### src/rtl/zcfe_pkg.sv
package zcfe_pkg;
  typedef struct packed {
    logic restart;   // close the running period
    logic capture;   // copy the period's features into the holding registers
  } zcfe_strobe_t;
endpackage

### src/rtl/zcfe_datapath.sv
module zcfe_datapath
  import zcfe_pkg::*;
#(
  parameter int SAMPLE_W   = 12,
  parameter int INTERVAL_W = 16,
  parameter int ENERGY_W   = 24,
  parameter int RATE_W     = 8
) (
  input  logic                       clk,
  input  logic                       rstN,
  input  logic                       sampleValid,
  input  logic signed [SAMPLE_W-1:0] sampleIn,
  input  logic [RATE_W-1:0]          rateDiv,
  input  zcfe_strobe_t               strb,
  output logic                       acNeg,
  output logic [INTERVAL_W-1:0]      intervalOut,
  output logic [ENERGY_W-1:0]        energyOut
);
  localparam int AC_W = SAMPLE_W + 1;
  localparam logic [INTERVAL_W-1:0] INT_MAX = '1;
  localparam logic [ENERGY_W-1:0]   EN_MAX  = '1;

  logic signed [SAMPLE_W-1:0] offsetQ;
  logic [RATE_W-1:0]          divCntQ;
  logic [INTERVAL_W-1:0]      cntQ, cntNext;
  logic [ENERGY_W-1:0]        energyQ, energyNext;
  logic [INTERVAL_W-1:0]      heldIntQ;
  logic [ENERGY_W-1:0]        heldEnQ;
  logic signed [AC_W-1:0]     acVal;
  logic [AC_W-1:0]            acMag;
  logic [INTERVAL_W:0]        cntSum;
  logic [ENERGY_W:0]          enSum;

  // offset-corrected sample and its magnitude
  always_comb begin
    acVal = AC_W'(sampleIn) - AC_W'(offsetQ);
    acNeg = acVal[AC_W-1];
    acMag = acNeg ? AC_W'(-acVal) : AC_W'(acVal);
  end

  // saturating increments of the running period
  always_comb begin
    cntSum     = {1'b0, cntQ} + (INTERVAL_W+1)'(1);
    cntNext    = cntSum[INTERVAL_W] ? INT_MAX : cntSum[INTERVAL_W-1:0];
    enSum      = {1'b0, energyQ} + (ENERGY_W+1)'(acMag);
    energyNext = enSum[ENERGY_W] ? EN_MAX : enSum[ENERGY_W-1:0];
  end

  // bang-bang offset tracker with rate divider
  always_ff @(posedge clk) begin
    if (!rstN) begin
      offsetQ <= '0;
      divCntQ <= '0;
    end else if (sampleValid) begin
      if (divCntQ >= rateDiv) begin
        divCntQ <= '0;
        if (sampleIn > offsetQ)      offsetQ <= offsetQ + 1'b1;
        else if (sampleIn < offsetQ) offsetQ <= offsetQ - 1'b1;
      end else begin
        divCntQ <= divCntQ + 1'b1;
      end
    end
  end

  // period counters and holding registers
  always_ff @(posedge clk) begin
    if (!rstN) begin
      cntQ     <= '0;
      energyQ  <= '0;
      heldIntQ <= '0;
      heldEnQ  <= '0;
    end else if (sampleValid) begin
      if (strb.restart) begin
        cntQ    <= '0;
        energyQ <= '0;
      end else begin
        cntQ    <= cntNext;
        energyQ <= energyNext;
      end
      if (strb.capture) begin
        heldIntQ <= cntNext;
        heldEnQ  <= energyNext;
      end
    end
  end

  assign intervalOut = heldIntQ;
  assign energyOut   = heldEnQ;


  offset_step_chk: assert property (@(posedge clk) disable iff (!rstN)
    (offsetQ == $past(offsetQ)) || (offsetQ == $past(offsetQ) + 1'b1) ||
    (offsetQ == $past(offsetQ) - 1'b1));

  idle_stable_chk: assert property (@(posedge clk) disable iff (!rstN)
    !sampleValid |=> $stable(offsetQ) && $stable(cntQ) && $stable(energyQ) && $stable(heldIntQ));

  cnt_sat_chk: assert property (@(posedge clk) disable iff (!rstN)
    sampleValid && !strb.restart && cntQ == INT_MAX |=> cntQ == INT_MAX);

  en_sat_chk: assert property (@(posedge clk) disable iff (!rstN)
    sampleValid && !strb.restart && energyQ == EN_MAX |=> energyQ == EN_MAX);
endmodule

### src/rtl/zcfe_control.sv
module zcfe_control
  import zcfe_pkg::*;
(
  input  logic         clk,
  input  logic         rstN,
  input  logic         sampleValid,
  input  logic         acNeg,
  input  logic         clearReq,
  output zcfe_strobe_t strb,
  output logic         reqOut,
  output logic         overrunOut
);
  logic prevNegQ, armedQ, reqQ, overrunQ;
  logic upCross;

  always_comb begin
    upCross      = sampleValid && prevNegQ && !acNeg;
    strb.restart = upCross;
    strb.capture = upCross && armedQ;
  end

  always_ff @(posedge clk) begin
    if (!rstN) begin
      prevNegQ <= 1'b0;
      armedQ   <= 1'b0;
      reqQ     <= 1'b0;
      overrunQ <= 1'b0;
    end else begin
      if (sampleValid) prevNegQ <= acNeg;
      if (upCross)     armedQ   <= 1'b1;
      if (strb.capture)  reqQ <= 1'b1;
      else if (clearReq) reqQ <= 1'b0;
      if (strb.capture && reqQ && !clearReq) overrunQ <= 1'b1;
      else if (clearReq)                     overrunQ <= 1'b0;
    end
  end

  assign reqOut     = reqQ;
  assign overrunOut = overrunQ;


  first_cross_chk: assert property (@(posedge clk) disable iff (!rstN)
    upCross && !armedQ |=> !reqQ);

  req_hold_chk: assert property (@(posedge clk) disable iff (!rstN)
    reqQ && !clearReq |=> reqQ);

  req_set_chk: assert property (@(posedge clk) disable iff (!rstN)
    strb.capture |=> reqQ);

  overrun_set_chk: assert property (@(posedge clk) disable iff (!rstN)
    strb.capture && reqQ && !clearReq |=> overrunQ);

  overrun_cause_chk: assert property (@(posedge clk) disable iff (!rstN)
    $rose(overrunQ) |-> $past(reqQ));
endmodule

### src/rtl/zc_feature_extractor.sv
module zc_feature_extractor
  import zcfe_pkg::*;
#(
  parameter int SAMPLE_W   = 12,
  parameter int INTERVAL_W = 16,
  parameter int ENERGY_W   = 24,
  parameter int RATE_W     = 8
) (
  input  logic                       clk,
  input  logic                       rstN,
  input  logic                       sampleValid,
  input  logic signed [SAMPLE_W-1:0] sampleIn,
  input  logic [RATE_W-1:0]          rateDiv,
  input  logic                       clearReq,
  output logic                       reqOut,
  output logic                       overrunOut,
  output logic [INTERVAL_W-1:0]      intervalOut,
  output logic [ENERGY_W-1:0]        energyOut
);
  zcfe_strobe_t strb;
  logic         acNeg;

  zcfe_datapath #(
    .SAMPLE_W(SAMPLE_W), .INTERVAL_W(INTERVAL_W),
    .ENERGY_W(ENERGY_W), .RATE_W(RATE_W)
  ) dp (
    .clk(clk), .rstN(rstN), .sampleValid(sampleValid), .sampleIn(sampleIn),
    .rateDiv(rateDiv), .strb(strb), .acNeg(acNeg),
    .intervalOut(intervalOut), .energyOut(energyOut)
  );

  zcfe_control ctl (
    .clk(clk), .rstN(rstN), .sampleValid(sampleValid), .acNeg(acNeg),
    .clearReq(clearReq), .strb(strb), .reqOut(reqOut), .overrunOut(overrunOut)
  );
endmodule

### config.mk
export PLATFORM = sky130hd
export DESIGN_NAME = zc_feature_extractor
export DESIGN_NICKNAME = d
export VERILOG_FILES = /design/src/rtl/zcfe_pkg.sv /design/src/rtl/zcfe_datapath.sv /design/src/rtl/zcfe_control.sv /design/src/rtl/zc_feature_extractor.sv
export SDC_FILE = /design/constraint.sdc
export NUM_CORES = 1
export LEC_CHECK = 0
export BUFFER_PORTS_ARGS = -buffer_cell sky130_fd_sc_hd__buf_2
export CORE_MARGIN = 8
export CORE_UTILIZATION = 40
export CTS_CLUSTER_DIAMETER = 80
export DETAILED_ROUTE_END_ITERATION = 8
export PLACE_DENSITY = 0.67
export SLEW_MARGIN = 5
export SYNTH_ARGS = -nofsm -noshare
export SYNTH_HDL_FRONTEND = slang
export SYNTH_SLANG_ARGS = --single-unit
### constraint.sdc
create_clock -name clk -period 4.7 [get_ports clk]
set_clock_uncertainty 0.1 [all_clocks]
set_input_delay 0.94 -clock clk [delete_from_list [all_inputs] [get_ports clk]]
set_output_delay 0.94 -clock clk [all_outputs]
set_load 0.01 [all_outputs]
# Yosys cells after proc, flatten, opt, wreduce, memory -nomap -nowiden
# Index checks and enable logic that the tools add are counted.
dict set report classes {
  addsub 7
  magnitude_cmp 3
  mux 11
  reduce_logical 12
}
# cell n
set ops {}
lappend ops {{$mux W24} 2}
lappend ops {{$mux W16} 2}
lappend ops {{$add A24 B13 Y25} 1}
lappend ops {{$mux W12} 2}
lappend ops {{$add A16 B1 Y17 const B} 1}
lappend ops {{$mux W13} 1}
lappend ops {{$neg A13 Y13} 1}
lappend ops {{$sub A12 B12 Y13} 1}
lappend ops {{$add A12 B1 Y12 const B} 1}
lappend ops {{$gt A12 B12 Y1} 1}
lappend ops {{$lt A12 B12 Y1} 1}
lappend ops {{$sub A12 B1 Y12 const B} 1}
lappend ops {{$add A8 B1 Y8 const B} 1}
lappend ops {{$ge A8 B8 Y1} 1}
lappend ops {{$mux W8} 1}
lappend ops {{$reduce_bool A2 Y1} 3}
lappend ops {{$logic_and A1 B1 Y1} 5}
lappend ops {{$mux W1} 3}
lappend ops {{$reduce_and A3 Y1} 1}
lappend ops {{$logic_not A1 Y1} 2}
lappend ops {{$reduce_and A2 Y1} 1}
dict set report word_totals {
  register_bits 104
  inputBits 24
  output_inout_bits 42
  wordCells 43
}

# Depth between registers and ports, before layout
# Gate-level depths: netlist of the first run.
dict set report depth {
  depth_word 7
  depth_mapped 21
  ltp_nobuf 20
}

# Modules after synthesis
# Synthesis of the first run repeated with hierarchy kept, for this count alone.
dict set report hier_totals {
  cells_unflattened 839
  area_unflattened_um2 6687.7
}
# module instances cells_each area_per_inst_um2 seq_area_each_um2
set modules_own_cells {}
lappend modules_own_cells {zcfe_datapath 1 823 6521.3 2001.9}
lappend modules_own_cells {zcfe_control 1 16 166.4 80.1}

# Worst setup path before layout of the first run
# No wires, ideal clock.
dict set report synth_path {
  kind {input to register}
  start {input port sampleIn[0]}
  end {register dp.heldEnQ[19], in the netlist dp.energyOut[19]}
  setup_ns 0.067
  arrival_time_ns 4.725
  t_required_ns 4.533
  setup_slack_ns -0.192
  cell_stages 19
  n_path_buf 0
  cell_sequence {inv_1 -> ha_1 -> fa_1 -> nor2b_1 -> o21bai_1 -> nand3_1 -> nand2_1 -> xnor2_1 -> or2_2 -> o41ai_1 -> xnor2_1 -> ha_1 -> or4_1 -> a31o_2 -> a21oi_1 -> o21bai_2 -> nor2b_2 -> a311o_1 -> a21oi_2}
}
dict set report synth_via {
  elab_chain_len 5
  elab_cells_between_ends 9
  cone_classes {add/sub: 3; mux: 2; reduce/logical: 4}
}
# element line_no
set synth_rtl {}
lappend synth_rtl {{start: declaration} zc_feature_extractor.sv:12} ;# input logic signed [SAMPLE_W-1:0] sampleIn,
lappend synth_rtl {{$sub A12 B12 Y13 *} zcfe_datapath.sv:36} ;# acVal = AC_W'(sampleIn) - AC_W'(offsetQ);
lappend synth_rtl {{$neg A13 Y13 / $logic_not A1 Y1 (equally long branches)} {zcfe_datapath.sv:38, zcfe_control.sv:17}}
lappend synth_rtl {{$mux W13 / $logic_and A1 B1 Y1 (equally long branches)} {zcfe_datapath.sv:38, zcfe_control.sv:17}}
lappend synth_rtl {{$add A24 B13 Y25 / $logic_and A1 B1 Y1 (equally long branches)} {zcfe_datapath.sv:45, zcfe_control.sv:19}}
lappend synth_rtl {{$mux W24 / $reduce_and A2 Y1 (equally long branches)} -}
lappend synth_rtl {{end signal: assignment} zcfe_datapath.sv:82} ;# heldEnQ <= energyNext;
lappend synth_rtl {{end: declaration} zcfe_datapath.sv:28} ;# logic [ENERGY_W-1:0] heldEnQ;
# Mark *: on every way between the ends. The rest lies on a longest branch, timed or not.
# A chain may end at the register's enable or synchronous reset.

# Final worst setup path of the first run
dict set report layout_path {
  start {input port sampleIn[2]}
  end {register dp.energyQ[14]}
}
dict set report layout_via {
  elab_chain_len 6
  elab_cells_between_ends 8
  cone_classes {add/sub: 3; mux: 3; reduce/logical: 2}
}
# element line_no
set layout_rtl {}
lappend layout_rtl {{$sub A12 B12 Y13 *} zcfe_datapath.sv:36}
lappend layout_rtl {{$neg A13 Y13} zcfe_datapath.sv:38} ;# acMag = acNeg ? AC_W'(-acVal) : AC_W'(acVal);
lappend layout_rtl {{$mux W13} zcfe_datapath.sv:38}
lappend layout_rtl {{$add A24 B13 Y25} zcfe_datapath.sv:45} ;# enSum = {1'b0, energyQ} + (ENERGY_W+1)'(acMag);
lappend layout_rtl {{$mux W24} zcfe_datapath.sv:46} ;# energyNext = enSum[ENERGY_W] ? EN_MAX : enSum[ENERGY_W-1:0];
lappend layout_rtl {{$mux W24 *} zcfe_datapath.sv:73} ;# if (strb.restart) begin
lappend layout_rtl {{end signal: assignment} zcfe_datapath.sv:78} ;# energyQ <= energyNext;
lappend layout_rtl {{end: declaration} zcfe_datapath.sv:26} ;# logic [ENERGY_W-1:0] energyQ, energyNext;
# Marks and branches as above.

==> results of run 1 <==
==> cells in the final DEF (no fill, tap or decap), types with 3 or more instances in the layout <==
cell type,instances
clkbuf_16,9
and4_1,6
buf_2,65
and3_1,8
o211ai_1,14
a211oi_1,19
a31o_2,4
o21ai_1,4
a21o_1,11
nand2_1,77
o21a_1,6
o2bb2ai_1,3
and2_1,11
nor3_1,31
buf_4,87
inv_1,37
a311oi_1,10
ha_1,43
ha_2,3
mux2i_1,11
a311o_1,5
nand4_1,8
or2_4,3
dfxtp_1,104
o31ai_1,3
a31oi_1,9
o21ai_0,38
a21oi_2,4
xor2_1,15
nand3_1,23
a21oi_1,72
or2_2,5
nand2b_1,5
nor2b_1,4
nor2_1,79
xnor2_1,45
==> cells by family after synthesis <==
| logic type | Yosys count |
|---|---|
| adder cells (fa/ha/maj) | 49 |
| AND/OR/NAND/NOR | 290 |
| flip-flops | 104 |
| AO/OA/AOI/OAI | 230 |
| multiplexers | 12 |
| XOR/XNOR | 62 |
| buffers and inverters | 81 |
==> per-stage QoR <==
stage	hold slack [ps]	setup TNS (ps)	std cells	worst slack (ps)	power (mW)
finish	360	0	1173	77.3	2.37
global route	388	-1100	1173	-114	2.51
detailed placement	349	-12460	1155	-380	1.58
CTS	364	0	1171	13.7	2.34
floorplan	333	-104	828	-40.4	1.35
global placement	342	-9160	1155	-313	1.57
==> flip-flops by register name (all words and copies together), names as in the netlist <==
register / count
ctl.armedQ: 1
ctl.overrunOut: 1
ctl.prevNegQ: 1
ctl.reqOut: 1
dp.cntQ: 16
dp.divCntQ: 8
dp.energyOut: 24
dp.energyQ: 24
dp.intervalOut: 16
dp.offsetQ: 12
==> what timing repair did <==
item                                   CTS  global route
setup buffers                            0             2
pin swaps                                0            14
resized for setup                        1            43
endpoints found under the hold margin    0             0
setup endpoints to repair                3            48
==> routing by layer <==
metal / up-vias / track usage / share of wire
met3: 21 / 0.0261 / 0.045
met2: 115 / 0.264 / 0.45
met4: 0 / 0.0570 / 0.018
met5: - / 0 / 0
li1: 3204 / - / -
met1: 2909 / 0.217 / 0.48
==> worst max-delay path: stages <==
cell       delay [ps]
buf_2             100
ha_1              350
nor2b_2           190
o21ai_1           190
nand2_1           130
nor3_2            210
o22ai_2           130
or2_4             260
or4_4             530
nor4_4            280
ha_1              190
o21ai_0            80
a21oi_1           190
nor2_2             90
buf_4             160
nor3b_2           190
mux2i_1           280
a2bb2oi_1         200
nor2_1             60
==> power by group <==
part / switching, mW / leakage (nW) / internal [mW]
clock network: 0.377 / 0.143 / 0.375
registers: 0.0214 / 0.841 / 0.907
logic: 0.357 / 2.43 / 0.338
total: 0.755 / 3.41 / 1.62
==> final timing paths <==
kind,startpoint,endpoint,slack [ps],cells after the start
hold reg to reg,dp.energyOut[16],dp.energyOut[16],360,2
hold / removal,dp.energyOut[16],dp.energyOut[16],360,2
setup reg to reg,dp.offsetQ[0],dp.energyQ[14],350,19
setup / recovery,sampleIn[2],dp.energyQ[14],80,19
==> final cells by class <==
class / instances / area [µm²]
repair buffers: 152 / 978
clock inverters: 7 / 68.8
inverters: 38 / 143
multi-input cells: 643 / 4410
fillers: 1639 / 8160
clock buffers: 9 / 225
flip-flops and latches: 104 / 2080
well taps: 220 / 275
==> results.cfg, run 1 <==
[run_status]
outcome = complete, no violations

[global_route]
grt_start_max_net_pins = 56
grt.total_usage = 0.164
antenna_found_initial = 0
grt_overflow_total = 0
grt_pass1_wl_um = 27900
grt_pass1_vias = 5912

[floorplanning]
die_x_um = 144
ios = 66
num_rows = 47
fp.coreArea_um2 = 16300
initial_core_util = 0.403
die_h_um = 144
die_area_um2 = 20800

[drt]
drc = 0
firstDrtPassIters = 5
drt-initial-drc-count = 371
wire_per_inst_um = 14.5
ant_nets = 0
wirelength_um = 17000
viasPerCell = 5.33
num_vias = 6249

[critical_path]
crit_type = input pin to register
worst-endpoint-required_ps = 4820
cp_max_fo = 4
end_kind = register
start_kind = input pin
worstPathArrival_ps = 4740

[sta]
max_freq_mhz = 216
worstMarginPinSlew_ps = 1070
drv_slew = 0
fin_crit_sh = 0.984
setup_viol = 0
slew-limit-headroom = 0.289
timing.final.hold_violations = 0
period_needed_ps = 4620

[cts]
cts_tree = built
cts.sinks = 104
path_clk_slew_ps = 80
htree_levels = 3
cts_root_buffer = clkbuf_16
clk_path_buf_depth = 2
postCtsHoldBufs = 0
cts_made_buffers = 9
insertion_delay_ps = 370

[run]
drv_cap = 0

[yosys]
netlist-cell-type-count = 65
synth_cells = 828
synth_edf_count = 0
synthTopCellsByCount = dfxtp_1, nor2_1, nand2_1, a21oi_1, xnor2_1
synthTopCellsByArea = dfxtp_1, ha_1, xnor2_1
yosys-mux-area-fraction = 0.0184
synth.most_common_cell = dfxtp_1
avgSynthCellArea_um2 = 7.96
synth_top_family_by_area = compound AO/OA/AOI/OAI gates
async_flop_share = 0
yosys.area_share.simple = 0.212
yosysTopAreaCell = dfxtp_1
ys_warn_count = 0
netlist_area_um2 = 6590
synth_compound_area_frac = 0.223
ys_seq_area_frac = 0.316
netlist.area_leader.share = 0.316
syn_nets = 901
synth-seq-cells = 104
synth_top_flop_cell = dfxtp_1
synth_fa_ha_area_frac = 0.0964
synth_xor_area_frac = 0.0824

[layout]
nets = 1021
antenna_cells = 0
final_util = 0.501
drive_above_1_share = 0.236
syn2layout_area_growth_pct = 24.2
fin_area_um2 = 8190

[hold_path]
worstHoldPathType = register to register

[place]
io_buffer_count = 65
post_dp_cell_area_um2 = 7670
dp.final_hpwl_um = 12200
gp_congestion = 0.870

[power]
p_leak_nw = 3.41
peakVddDrop_mv = 0.228
p_per_area_nw_per_um2 = 290
(Power assumes the default switching activity.)
==> run 2, diff against run 1 <==
Settings changed: ABC_AREA from default to 1, CORE_MARGIN 8 to default.
==> run 2 against run 1 <==
Effect of this change: wire length fell by 3.0%; sequential cell count did not move; fmax rose by 7.7%; critical path type unchanged; largest power group unchanged.
==> results.cfg, run 2 <==
[yosys]
synth-seq-cells = 104
synth_top_flop_cell = dfxtp_1
ys_warn_count = 0
syn_nets = 1160
yosysTopAreaCell = dfxtp_1
avgSynthCellArea_um2 = 6.48
netlist.area_leader.share = 0.296
synth_edf_count = 0
async_flop_share = 0
synth.most_common_cell = nand2_1
synthTopCellsByCount = nand2_1, inv_1, a21oi_1, dfxtp_1, nor2_1
synthTopCellsByArea = dfxtp_1, nand2_1, ha_1
netlist-cell-type-count = 41
synth_cells = 1087
netlist_area_um2 = 7050
ys_seq_area_frac = 0.296

[run]
drv_cap = 0

[place]
gp_congestion = 0.901
post_dp_cell_area_um2 = 7530
placed_cells = 1353
dp.final_hpwl_um = 12300
io_buffer_count = 65
pre_cts_slack_ps = 49.0

[drt]
firstDrtPassIters = 5
drc = 0
wirelength_um = 16500
num_vias = 6660
wire_per_inst_um = 12.1
viasPerCell = 4.87
ant_nets = 0
drt-initial-drc-count = 401

[sta]
whs_ps = 360
fin_setup_tns_ps = 0
period_needed_ps = 4290
worstMarginPinSlew_ps = 702
max_freq_mhz = 233
fin_ws_ps = 409
timing.final.hold_violations = 0
slew-limit-headroom = 0.532
rsz0062_at_grt = false
drv_slew = 0
fin_crit_sh = 0.913
setup_viol = 0

[layout]
final_cells = 1368
nets = 1212
seqCellArea_um2 = 2080
fin_area_um2 = 7850
n_fill_cell = 1826
syn2layout_area_growth_pct = 11.4
antenna_cells = 0
final_util = 0.455
final_cell_mix = nand2_1, inv_1, a21oi_1, dfxtp_1, nor2_1
multi_input_comb_area_um2 = 4280
layout_commonest_cell = nand2_1
drive_above_1_share = 0.115

[floorplanning]
initial_core_util = 0.409
die_x_um = 135
die_h_um = 135
num_rows = 48
ios = 66
die_area_um2 = 18100
fp.coreArea_um2 = 17200

[power]
p_per_area_nw_per_um2 = 303
peakVddDrop_mv = 0.235
power_mw = 2.38
p_leak_nw = 3.71

[cts]
cts_root_buffer = clkbuf_16
postCtsHoldBufs = 0
cts_tree = built
cts_resized = 0
cts.sinks = 104
cts_setup_buffers = 0
path_clk_slew_ps = 70
clk_path_buf_depth = 2
insertion_delay_ps = 370
cts_made_buffers = 9
htree_levels = 3

[critical_path]
start_kind = input pin
slowest_stage = fa_1
crit_buf_inv = 3
worstPathArrival_ps = 4450
end_kind = register
cp_common_cell = nand2_1
reg2reg_slack_ps = 720
cp_max_fo = 23
critical-path-top-delay-family = simple AND/OR/NAND/NOR gates
crit_type = input pin to register
max_stage_delay_ps = 400
worst-endpoint-required_ps = 4860
crit_chain = buf_2 -> inv_1 -> ha_1 -> fa_1 -> nand3b_1 -> nand2_1 -> nand2_1 -> nand2_1 -> xnor2_1 -> nand3_1 -> nor2_1 -> nand2_1 -> nand3_1 -> nand2_1 -> ha_1 -> a21oi_1 -> o21ai_0 -> a21oi_1 -> nand2_2 -> nand2_1 -> buf_12 -> nand3_1 -> nor2_1 -> nor2_1

[global_route]
grt_pass1_vias = 6145
antenna_found_initial = 0
grt_start_max_net_pins = 63
grt_overflow_total = 0
grt.total_usage = 0.193
grt_pass1_wl_um = 28500

[hold_path]
worstHoldPathType = register to register

[run_status]
outcome = complete, no violations
[run 2: kinds of logic after synthesis]
family | Yosys count | share of synthesized area
AO/OA/AOI/OAI | 159 | 0.122
buffers and inverters | 159 | 0.0964
AND/OR/NAND/NOR | 578 | 0.349
flip-flops | 104 | 0.296
XOR/XNOR | 38 | 0.0472
adder cells (fa/ha/maj) | 49 | 0.0902
[run 2: tightest hold or removal path: stages (launching register included)]
cell and delay, ps:
dfxtp_1 310, nand2_1 60, a21oi_1 50
[run 2: power breakdown]
group	internal (mW)	switching, mW
logic	0.225	0.389
clock network	0.468	0.358
registers	0.912	0.0234
[run 2: worst paths after layout]
kind                                          from                  to  depth (start not counted)
worst max-delay path                   sampleIn[0]    dp.energyOut[17]                         24
worst min-delay path            dp.intervalOut[13]  dp.intervalOut[13]                          2
worst max register to register       dp.offsetQ[0]    dp.energyOut[17]                         22
worst min register to register  dp.intervalOut[13]  dp.intervalOut[13]                          2
[run 2: layout make-up]
cell class,count,area share
clock buffer,9,0.0287
clock inverter,6,0.0118
inverter,127,0.0616
multi-input combinational,824,0.546
sequential,104,0.265
tap,225,0.0359
timing repair buffer,73,0.0507
[run 2: metal layers]
metal  routed length (µm)  vias to the layer above  GRT usage
met5                    0                        -          0
met4                  270                        0     0.0630
met3                  532                       17     0.0319
met2                 7290                      101      0.314
met1                 8400                     2959      0.259
li1                     -                     3583          -
==> run 3, diff against run 2 <==
Settings changed: CELL_PAD_IN_SITES_DETAIL_PLACEMENT from default to 0, CELL_PAD_IN_SITES_GLOBAL_PLACEMENT from default to 1, CORE_UTILIZATION 40 to 39, PLACE_DENSITY 0.67 to 0.85.
Clock period 4.7 ns to 3.6 ns, I/O delays scaled along.
==> run 3 against run 2 <==
Effect of this change: critical path type unchanged; hold slack better by 1.0 ps; global-route usage is 1.9 points higher; first-iteration DRC count is 11% higher; setup slack worse by 560 ps; the flow now finishes with violations (negative setup slack); sequential share of layout area is 5.5 points lower.
==> results.cfg, run 3 (synthesized netlist as in run 2, its figures left out) <==
[run_status]
outcome = finished with violations
violations = negative setup slack

[power]
peakVddDrop_mv = 0.359
p_leak_nw = 4.59
p_per_area_nw_per_um2 = 382

[floorplanning]
ios = 66
num_rows = 48
die_h_um = 136
die_area_um2 = 18600
die_x_um = 136
fp.coreArea_um2 = 17500
initial_core_util = 0.403

[drt]
drc = 0
ant_nets = 0
drt-initial-drc-count = 444
firstDrtPassIters = 5
wirelength_um = 19400
viasPerCell = 4.93
wire_per_inst_um = 13.0
num_vias = 7358

[layout]
drive_above_1_share = 0.343
layout_commonest_cell = nand2_1
syn2layout_area_growth_pct = 40.5
final_util = 0.567
final_cell_mix = nand2_1, buf_4, inv_1, dfxtp_1, a21oi_1
multi_input_comb_area_um2 = 5340
fin_area_um2 = 9900
antenna_cells = 0
seqCellArea_um2 = 2080
n_fill_cell = 1644
nets = 1334

[critical_path]
crit_type = input pin to register
start_kind = input pin
reg2reg_slack_ps = -30
cp_max_fo = 5
end_kind = register
worst-endpoint-required_ps = 3790
worstPathArrival_ps = 3940

[cts]
cts_made_buffers = 9
clk_path_buf_depth = 2
cts_tree = built
insertion_delay_ps = 370
cts.sinks = 104
path_clk_slew_ps = 80
htree_levels = 3
cts_root_buffer = clkbuf_16

[sta]
worstMarginPinSlew_ps = 900
slew-limit-headroom = 0.395
max_freq_mhz = 267
timing.final.hold_violations = 0
fin_crit_sh = 1.04
fin_ws_ps = -151
period_needed_ps = 3750
rsz0062_at_grt = true
drv_slew = 0
setup_viol = 46

[global_route]
grt_pass1_vias = 6736
grt.total_usage = 0.211
antenna_found_initial = 0
grtUsageMet3 = 0.0328
grt_overflow_total = 0
grt_start_max_net_pins = 42
busiest_layer = met2
grt_use_met2 = 0.348
grt_pass1_wl_um = 31400
met1_usage = 0.284

[place]
pre_cts_slack_ps = -640
dp.final_hpwl_um = 13800
io_buffer_count = 65
gp_congestion = 0.889
post_dp_cell_area_um2 = 8630

[hold_path]
worstHoldPathType = register to register

[run]
drv_cap = 0
[run 3: area by class of cell]
| cell class | instances | area share |
|---|---|---|
| Clock buffer | 10 | 0.0241 |
| Clock inverter | 6 | 0.00569 |
| Sequential cell | 104 | 0.210 |
| Multi-Input combinational cell | 824 | 0.539 |
| Inverter | 127 | 0.0500 |
| Timing Repair Buffer | 195 | 0.142 |
| Tap cell | 225 | 0.0284 |
[run 3: power by group]
part	internal, mW	switching (mW)	leakage, nW
logic	0.724	0.806	3.60
clock network	0.507	0.512	0.144
registers	1.19	0.0467	0.841
[run 3: layer usage]
metal,vias up,share of wire
li1,3836,-
met1,3402,0.48
met2,98,0.47
met3,22,0.028
met4,0,0.016
met5,-,0
[run 3: metrics by stage]
step	setup TNS, ps	power, mW	instances	hold slack [ps]
after global placement	-27340	2.39	1458	346
after CTS	-1160	3.58	1486	365
final	-4860	3.79	1491	361
after floorplan	-3630	2.01	1087	350
after detailed placement	-28620	2.40	1458	352
after global routing	-11380	3.99	1491	382
[run 3: timing repair]
| action | in CTS | in global routing |
|---|---|---|
| endpoints found under the setup margin | 48 | 50 |
| gates cloned | 2 | 0 |
| buffers inserted | 10 | 5 |
| gates resized for setup | 66 | 122 |
| hold buffers | 0 | 0 |
| pin swaps | 55 | 45 |
[run 3: final timing paths]
| path | from | endpoint | depth (start not counted) |
|---|---|---|---|
| setup / recovery | sampleIn[0] | dp.energyOut[5] | 24 |
| setup reg to reg | dp.offsetQ[0] | dp.energyOut[5] | 22 |
| hold / removal | dp.energyOut[13] | dp.energyOut[13] | 2 |
| hold reg to reg | dp.energyOut[13] | dp.energyOut[13] | 2 |
[run 3: critical path: stages]
cell and delay (ps):
buf_8 90, inv_12 30, ha_4 150, fa_2 330
nand3b_1 170, nand2_2 150, buf_12 130, xor2_4 200
nor2_4 70, buf_6 120, nor2_4 90, xor2_1 160
inv_1 90, ha_4 300, a21oi_2 60, or2_4 250
nand3_4 90, nand2_4 60, nand2_4 90, nand2_8 100
buf_12 210, nand2_4 60, nand2_2 50, a21oi_1 150
